## src/rtl/ofdm_framer_pkg.sv

```systemverilog
`timescale 1ns/1ps
package ofdm_framer_pkg;
   typedef enum logic [1:0] {ST_IDLE, ST_PRE, ST_CP, ST_BODY} rd_state_e;
   // preamble generator constants: I = k*MUL + ADD, Q = k ^ XOR
   localparam int PRE_MUL = 29;
   localparam int PRE_ADD = 7;
   localparam int PRE_XOR = 'h00FF;
endpackage

```

## src/rtl/ofdm_framer_buf.sv

```systemverilog
`timescale 1ns/1ps
module ofdm_framer_buf #(
   parameter int SW    = 32,
   parameter int N_FFT = 64,
   localparam int AW   = $clog2(N_FFT)
) (
   input  logic          clk,
   input  logic          rst_n,
   input  logic          in_valid,
   output logic          in_ready,
   input  logic [SW-1:0] in_data,
   input  logic          in_first,
   input  logic          in_last,
   input  logic          rd_bank,
   input  logic [AW-1:0] rd_addr,
   input  logic          rel,
   output logic [SW-1:0] rd_data,
   output logic [1:0]    full,
   output logic [1:0]    bank_first,
   output logic [1:0]    bank_last
);
   logic          wr_sel;
   logic [AW-1:0] wr_cnt;
   logic          acc;
   logic [1:0][SW-1:0] rd_word;

   assign in_ready = !full[wr_sel];
   assign acc      = in_valid && in_ready;

   always_ff @(posedge clk or negedge rst_n) begin
      if (!rst_n) begin
         wr_sel <= 1'b0;
         wr_cnt <= '0;
      end else if (acc) begin
         wr_cnt <= wr_cnt + 1'b1;
         if (wr_cnt == AW'(N_FFT-1)) wr_sel <= ~wr_sel;
      end
   end

   for (genvar b = 0; b < 2; b++) begin : g_bank
      logic [SW-1:0] mem [N_FFT];
      logic          full_q, first_q, last_q;
      logic          hit;
      assign hit = acc && (wr_sel == 1'(b));

      always_ff @(posedge clk) begin
         if (hit) mem[wr_cnt] <= in_data;
      end

      always_ff @(posedge clk or negedge rst_n) begin
         if (!rst_n) begin
            full_q  <= 1'b0;
            first_q <= 1'b0;
            last_q  <= 1'b0;
         end else begin
            if (hit && wr_cnt == '0) first_q <= in_first;
            if (hit && wr_cnt == AW'(N_FFT-1)) begin
               full_q <= 1'b1;
               last_q <= in_last;
            end else if (rel && rd_bank == 1'(b)) begin
               full_q <= 1'b0;
            end
         end
      end

      assign full[b]       = full_q;
      assign bank_first[b] = first_q;
      assign bank_last[b]  = last_q;
      assign rd_word[b]    = mem[rd_addr];
   end

   assign rd_data = rd_word[rd_bank];

   // the source is held only when both banks carry unread symbols
   assert_stall_only_full_R8: assert property (@(posedge clk) disable iff (!rst_n)
      !in_ready |-> (full == 2'b11));
   // a bank is released only after it was filled
   assert_release_filled_R4: assert property (@(posedge clk) disable iff (!rst_n)
      rel |-> full[rd_bank]);
endmodule

```

## src/rtl/ofdm_framer_pacer.sv

```systemverilog
`timescale 1ns/1ps
module ofdm_framer_pacer #(
   parameter int MIN_GAP = 8,
   parameter bit ENFORCE = 1'b1
) (
   input  logic clk,
   input  logic rst_n,
   input  logic pace,
   input  logic busy,
   output logic step
);
   if (ENFORCE && MIN_GAP > 1) begin : g_gap
      localparam int GW = $clog2(MIN_GAP);
      logic [GW-1:0] gap_cnt;
      always_ff @(posedge clk or negedge rst_n) begin
         if (!rst_n)                          gap_cnt <= GW'(MIN_GAP-1);
         else if (step)                       gap_cnt <= '0;
         else if (gap_cnt != GW'(MIN_GAP-1))  gap_cnt <= gap_cnt + 1'b1;
      end
      assign step = busy && pace && (gap_cnt == GW'(MIN_GAP-1));

      // two emissions never fall on adjacent cycles
      assert_min_gap_R6: assert property (@(posedge clk) disable iff (!rst_n)
         step |=> !step);
   end else begin : g_free
      assign step = busy && pace;
   end

   // no emission without a pace strobe or while nothing is queued
   assert_step_needs_pace_R5: assert property (@(posedge clk) disable iff (!rst_n)
      (!pace || !busy) |-> !step);
endmodule

```

## src/rtl/ofdm_framer_seq.sv

```systemverilog
`timescale 1ns/1ps
module ofdm_framer_seq
   import ofdm_framer_pkg::*;
#(
   parameter int IQ_W  = 16,
   parameter int N_FFT = 64,
   parameter int N_CP  = 16,
   parameter int N_PRE = 320,
   localparam int SW   = 2*IQ_W,
   localparam int AW   = $clog2(N_FFT),
   localparam int CW   = $clog2(N_PRE > N_FFT ? N_PRE : N_FFT)
) (
   input  logic          clk,
   input  logic          rst_n,
   input  logic          step,
   input  logic [1:0]    full,
   input  logic [1:0]    bank_first,
   input  logic [1:0]    bank_last,
   input  logic [SW-1:0] rd_data,
   output logic          busy,
   output logic          rd_bank,
   output logic [AW-1:0] rd_addr,
   output logic          rel,
   output logic          out_valid,
   output logic [SW-1:0] out_data,
   output logic          out_pkt_done
);
   rd_state_e     state;
   logic [CW-1:0] cnt;
   logic          rd_sel;
   logic [IQ_W-1:0] pre_i, pre_q;
   logic [SW-1:0]   sample;

   assign busy    = (state != ST_IDLE);
   assign rd_bank = rd_sel;
   assign rd_addr = (state == ST_CP) ? AW'(N_FFT-N_CP) + AW'(cnt) : AW'(cnt);
   assign rel     = step && (state == ST_BODY) && (cnt == CW'(N_FFT-1));

   assign pre_i  = IQ_W'(32'(cnt) * PRE_MUL + PRE_ADD);
   assign pre_q  = IQ_W'(cnt) ^ IQ_W'(PRE_XOR);
   assign sample = (state == ST_PRE) ? {pre_i, pre_q} : rd_data;

   always_ff @(posedge clk or negedge rst_n) begin
      if (!rst_n) begin
         state  <= ST_IDLE;
         cnt    <= '0;
         rd_sel <= 1'b0;
      end else begin
         case (state)
            ST_IDLE: if (full[rd_sel]) begin
               state <= bank_first[rd_sel] ? ST_PRE : ST_CP;
               cnt   <= '0;
            end
            ST_PRE: if (step) begin
               if (cnt == CW'(N_PRE-1)) begin state <= ST_CP; cnt <= '0; end
               else cnt <= cnt + 1'b1;
            end
            ST_CP: if (step) begin
               if (cnt == CW'(N_CP-1)) begin state <= ST_BODY; cnt <= '0; end
               else cnt <= cnt + 1'b1;
            end
            ST_BODY: if (step) begin
               if (cnt == CW'(N_FFT-1)) begin
                  state  <= ST_IDLE;
                  cnt    <= '0;
                  rd_sel <= ~rd_sel;
               end else cnt <= cnt + 1'b1;
            end
            default: state <= ST_IDLE;
         endcase
      end
   end

   always_ff @(posedge clk or negedge rst_n) begin
      if (!rst_n) begin
         out_valid    <= 1'b0;
         out_data     <= '0;
         out_pkt_done <= 1'b0;
      end else begin
         out_valid    <= step;
         out_data     <= step ? sample : '0;
         out_pkt_done <= rel && bank_last[rd_sel];
      end
   end

   // readout waits in idle until the next bank is filled
   assert_wait_for_symbol_R4: assert property (@(posedge clk) disable iff (!rst_n)
      (state == ST_IDLE && !full[rd_sel]) |=> (state == ST_IDLE));
endmodule

```

## src/rtl/ofdm_framer.sv

```systemverilog
`timescale 1ns/1ps
module ofdm_framer #(
   parameter int IQ_W    = 16,
   parameter int N_FFT   = 64,
   parameter int N_CP    = 16,
   parameter int N_PRE   = 320,
   parameter int MIN_GAP = 8,
   parameter bit ENFORCE_GAP = 1'b1,
   localparam int SW     = 2*IQ_W,
   localparam int AW     = $clog2(N_FFT)
) (
   input  logic          clk,
   input  logic          rst_n,
   input  logic          pace,
   input  logic          in_valid,
   output logic          in_ready,
   input  logic [SW-1:0] in_data,
   input  logic          in_first,
   input  logic          in_last,
   output logic          out_valid,
   output logic [SW-1:0] out_data,
   output logic          out_pkt_done
);
   if ((1 << AW) != N_FFT) begin : g_bad_fft
      $error("N_FFT must be a power of two");
   end
   if (N_CP < 1 || N_CP > N_FFT) begin : g_bad_cp
      $error("N_CP must lie in 1..N_FFT");
   end
   if (N_PRE < 1 || MIN_GAP < 1) begin : g_bad_pre
      $error("N_PRE and MIN_GAP must be positive");
   end

   logic          rd_bank, rel, busy, step;
   logic [AW-1:0] rd_addr;
   logic [SW-1:0] rd_data;
   logic [1:0]    full, bank_first, bank_last;

   ofdm_framer_buf #(.SW(SW), .N_FFT(N_FFT)) buf_i (
      .clk(clk), .rst_n(rst_n), .in_valid(in_valid), .in_ready(in_ready),
      .in_data(in_data), .in_first(in_first), .in_last(in_last),
      .rd_bank(rd_bank), .rd_addr(rd_addr), .rel(rel), .rd_data(rd_data),
      .full(full), .bank_first(bank_first), .bank_last(bank_last));

   ofdm_framer_pacer #(.MIN_GAP(MIN_GAP), .ENFORCE(ENFORCE_GAP)) pacer_i (
      .clk(clk), .rst_n(rst_n), .pace(pace), .busy(busy), .step(step));

   ofdm_framer_seq #(.IQ_W(IQ_W), .N_FFT(N_FFT), .N_CP(N_CP), .N_PRE(N_PRE)) seq_i (
      .clk(clk), .rst_n(rst_n), .step(step), .full(full),
      .bank_first(bank_first), .bank_last(bank_last), .rd_data(rd_data),
      .busy(busy), .rd_bank(rd_bank), .rd_addr(rd_addr), .rel(rel),
      .out_valid(out_valid), .out_data(out_data), .out_pkt_done(out_pkt_done));

   // a sample at the port always follows a strobe cycle
   assert_paced_output_R5: assert property (@(posedge clk) disable iff (!rst_n)
      !pace |=> !out_valid);
   // idle output carries zero
   assert_idle_zero_R7: assert property (@(posedge clk) disable iff (!rst_n)
      !out_valid |-> (out_data == '0));
   // the done flag only rides on a real sample
   assert_done_with_sample_R9: assert property (@(posedge clk) disable iff (!rst_n)
      out_pkt_done |-> out_valid);
endmodule

```

## config.mk

```make
export PLATFORM = sky130hd
export DESIGN_NAME = ofdm_framer
export DESIGN_NICKNAME = d
export VERILOG_FILES = /design/src/rtl/ofdm_framer_pkg.sv /design/src/rtl/ofdm_framer_buf.sv /design/src/rtl/ofdm_framer_pacer.sv /design/src/rtl/ofdm_framer_seq.sv /design/src/rtl/ofdm_framer.sv
export SDC_FILE = /design/constraint.sdc
export NUM_CORES = 2
export LEC_CHECK = 0
export BUFFER_PORTS_ARGS = -buffer_cell sky130_fd_sc_hd__buf_2
export CAP_MARGIN = 15
export CORE_ASPECT_RATIO = 0.5
export CORE_MARGIN = 2
export CORE_UTILIZATION = 50
export DETAILED_ROUTE_END_ITERATION = 8
export MAX_ROUTING_LAYER = met4
export PLACE_DENSITY = 0.66
export SLEW_MARGIN = 5
export SYNTH_ARGS = -nofsm -noshare
export SYNTH_HDL_FRONTEND = slang
export SYNTH_SLANG_ARGS = --single-unit
```

## constraint.sdc

```tcl
create_clock -name clk -period 6 [get_ports clk]
set_input_delay 0.6 -clock clk [delete_from_list [all_inputs] [get_ports clk]]
set_output_delay 0.6 -clock clk [all_outputs]
set_load 0.01 [all_outputs]
```

==> results.yml <==
status:
  status: "finished clean"
global_routing:
  antenna_found_initial: 26
  grtUsageTotal: 0.2718
  grt_pass1_wl_um: 600300
  grt_pass1_vias: 75620
  grt_max_degree: 140
  grt-ovfl-total: 0
worst_hold_path:
  holdCritPathClass: "input pin to flip-flop"
  whs_endpoint: "buf_i.g_bank[0].mem[19][28]$_DFFE_PP_"
  hold_depth: 1
  min_from: "in_data[28]"
synth:
  yosys_warnings: 0
  ys_seq_area_frac: 0.7747
  synth_top_area_share: 0.7651
  syn_avg_cell_area_um2: 22.92
  syn_inst: 7014
  synth_seq_cells: 4158
  synthFlopType: "edfxtp_1"
  synth_area_um2: 160800
  synthArstFlopShare: 0.01491
  synth_most_common_cell: "edfxtp_1"
  netlist-cell-type-count: 73
  synth_edf_count: 4096
  yosysTopAreaCell: "edfxtp_1"
  synthTopCellsByCount: "edfxtp_1 (4,096), mux4_2 (1,039), mux2i_1 (357), nor2_1 (209), clkbuf_1 (152)"
  synthTopCellsByArea: "edfxtp_1 (77%), mux4_2 (15%), mux2i_1 (2.2%)"
  syn_nets: 7114
sta:
  finalSetupTns_ns: 0
  min_period_ns: 5.099
  finalMaxSlewViolations: 0
  slew_headroom: 0.1568
  worst_pin_slew_ns: 1.261
  period_share: 0.8498
  finClkSkew_ns: 0.04492
  grt_setup_unrepaired: "no"
  setup_viol: 0
  hold_viol_final: 0
  fmax_ghz: 0.1961
setup_path:
  critPathLaunchType: "flip-flop"
  end_kind: "flip-flop"
  required_ns: 6.74
  worst-setup-path-type: "flip-flop to flip-flop"
  crit_path_max_fanout: 64
  cp.arrival_ns: 5.84
  worst-r2r-setup-slack_ns: 0.90
  timing.rr.start: "seq_i.cnt[0]$_DFFE_PN0P_"
  reg2reg_to: "seq_i.out_data[15]$_DFF_PN0_"
  r2r_cells: 9
floorplan:
  die_h_um: 405.0
  rows: 147
  boundaryPins: 73
  floorplan.die_area_um2: 326400
  core_um2: 320400
  die_w_um: 805.9
  initial_core_util: 0.5018
routing:
  dr_total_vias: 78090
  drt_pass1_iterations: 6
  drt-total-wl_um: 433700
  routedWlPerCell_um: 36.22
  drc_errors: 0
  ant_nets: 0
  dr.first_iter.drc_count: 12620
  vias_per_cell: 6.523
cts:
  htreeDepth: 5
  clockBufferDepth: 4
  cts_buffers: 364
  clock_latency_ns: 0.93
  cts_resized: 0
  cts_tree: "done"
  cts.sinks: 4158
  cts_setup_buffers: 0
  path_clk_slew_ns: 0.07
  cts_root_buf: "clkbuf_16"
finish:
  seq_area_um2: 124600
  nNetsFinal: 7440
  nFillCells: 23310
  drive_gt1_frac: 0.2702
  synthToLayoutAreaGrowth_pct: 11.45
  fin_area_um2: 179200
  multiInputGateArea_um2: 34920
pwr:
  power.leakage_nw: 55.38
  power.density_nw_per_um2: 429.7
  peakVddDrop_v: 0.0007684
placed_design:
  hpwl_um: 245300
  place_congestion: 0.9328
  io_buffers: 72
  placed_cell_area_um2: 167800
flow_run:
  maxCapViolCount: 0
-- sequential cells by signal (all words and copies together), names as in the netlist --
signal	cells
buf_i.g_bank.mem	4096
seq_i.out_data	32
seq_i.cnt	9
buf_i.wr_cnt	6
pacer_i.g_gap.gap_cnt	3
buf_i.g_bank.first_q	2
buf_i.g_bank.full_q	2
buf_i.g_bank.last_q	2
seq_i.state	2
buf_i.wr_sel	1
seq_i.out_pkt_done	1
seq_i.out_valid	1
seq_i.rd_bank	1
-- metal layers --
metal  vias up  GRT usage  share of wire
met5         -          -              0
met3       662    0.06625           0.11
met4         0    0.07073          0.028
li1      30640          -              -
met2      4685     0.4007           0.46
met1     42100     0.3865           0.39
-- metrics by stage --
stage / power (mW) / instances / hold slack [ns] / setup slack (ns) / utilization
floorplan: 46.79 / 7014 / 0.3044 / 1.054 / -
global placement: 54.50 / 11290 / 0.4898 / 0.7878 / 0.5237
detailed placement: 54.55 / 11290 / 0.4950 / 0.6214 / 0.5238
CTS: 77.07 / 11940 / 0.07598 / 0.6071 / 0.5589
global route: 79.01 / 11970 / 0.1247 / 0.7177 / 0.5592
finish: 76.99 / 11970 / 0.1468 / 0.9012 / 0.5592
-- how the worst max path moves through the flow --
stage	from	end	slack (ns)	depth (start not counted)
floorplan	seq_i.cnt[0]$_DFFE_PN0P_	seq_i.out_data[28]$_DFF_PN0_	1.05	21
global placement	seq_i.cnt[0]$_DFFE_PN0P_	seq_i.out_data[31]$_DFF_PN0_	0.79	9
detailed placement	seq_i.cnt[0]$_DFFE_PN0P_	seq_i.out_data[31]$_DFF_PN0_	0.62	9
CTS	seq_i.cnt[0]$_DFFE_PN0P_	seq_i.out_data[31]$_DFF_PN0_	0.61	9
global route	seq_i.cnt[0]$_DFFE_PN0P_	seq_i.out_data[9]$_DFF_PN0_	0.72	9
finish	seq_i.cnt[0]$_DFFE_PN0P_	seq_i.out_data[15]$_DFF_PN0_	0.90	9
-- what timing repair did --
item	4_1_cts	5_1_grt
hold buffers	3	0
endpoints found under the setup margin	0	0
endpoints found under the hold margin	23	0
-- logic make-up (layout without fill, tap and decap cells) --
logic type	Yosys count	count (layout)	synth area share
DFF	4158	4158	0.7747
muxes	1412	1412	0.1689
AOI/OAI and AO/OA	498	498	0.02223
and+or+nand+nor	439	439	0.01224
buffers and inverters	429	1035	0.01551
adders and majority gates	62	62	0.005526
xor gates and xnor gates	16	16	0.0008716
other	0	31	0
-- power by group --
group | switching [mW] | internal (mW)
clock | 10.5 | 12.4
combinational | 12.7 | 8.50
sequential | 0.375 | 32.5
total | 23.6 | 53.4
-- worst max-delay path, stage by stage (launching register included) --
cell	delay, ns
dfrtp_4	0.74
buf_4	0.44
buf_12	0.44
buf_4	0.60
mux4_2	0.59
mux4_2	0.48
nand2_1	0.15
a21oi_1	0.18
a2111oi_2	0.98
a2111oi_0	0.15
-- cells in the final DEF (no fill, tap or decap), drive strengths merged, types with 14 or more instances in the layout --
cell type,n
o221ai,14
bufinv,22
buf,346
a221o,43
o21ai,107
mux4,1039
nor3,42
diode,31
dfrtp,59
edfxtp,4096
nor2,209
inv,45
clkinv,141
fa,15
nor4,14
a22oi,33
ha,47
a2111oi,21
o22ai,29
mux2i,357
nand2,76
mux2,16
clkbuf,475
nand3,34
a21oi,72
a221oi,107
-- final cells by class --
| cell class | instances | area share |
|---|---|---|
| clock inverter | 171 | 0.008338 |
| sequential | 4158 | 0.6952 |
| antenna | 31 | 0.0004329 |
| clock buffer | 475 | 0.05426 |
| timing repair buffer | 349 | 0.01577 |
| inverter | 40 | 0.0008868 |
| multi-input combinational | 2427 | 0.1949 |
| tap | 4321 | 0.03017 |
Note: power is estimated with default switching activity, not from simulation.
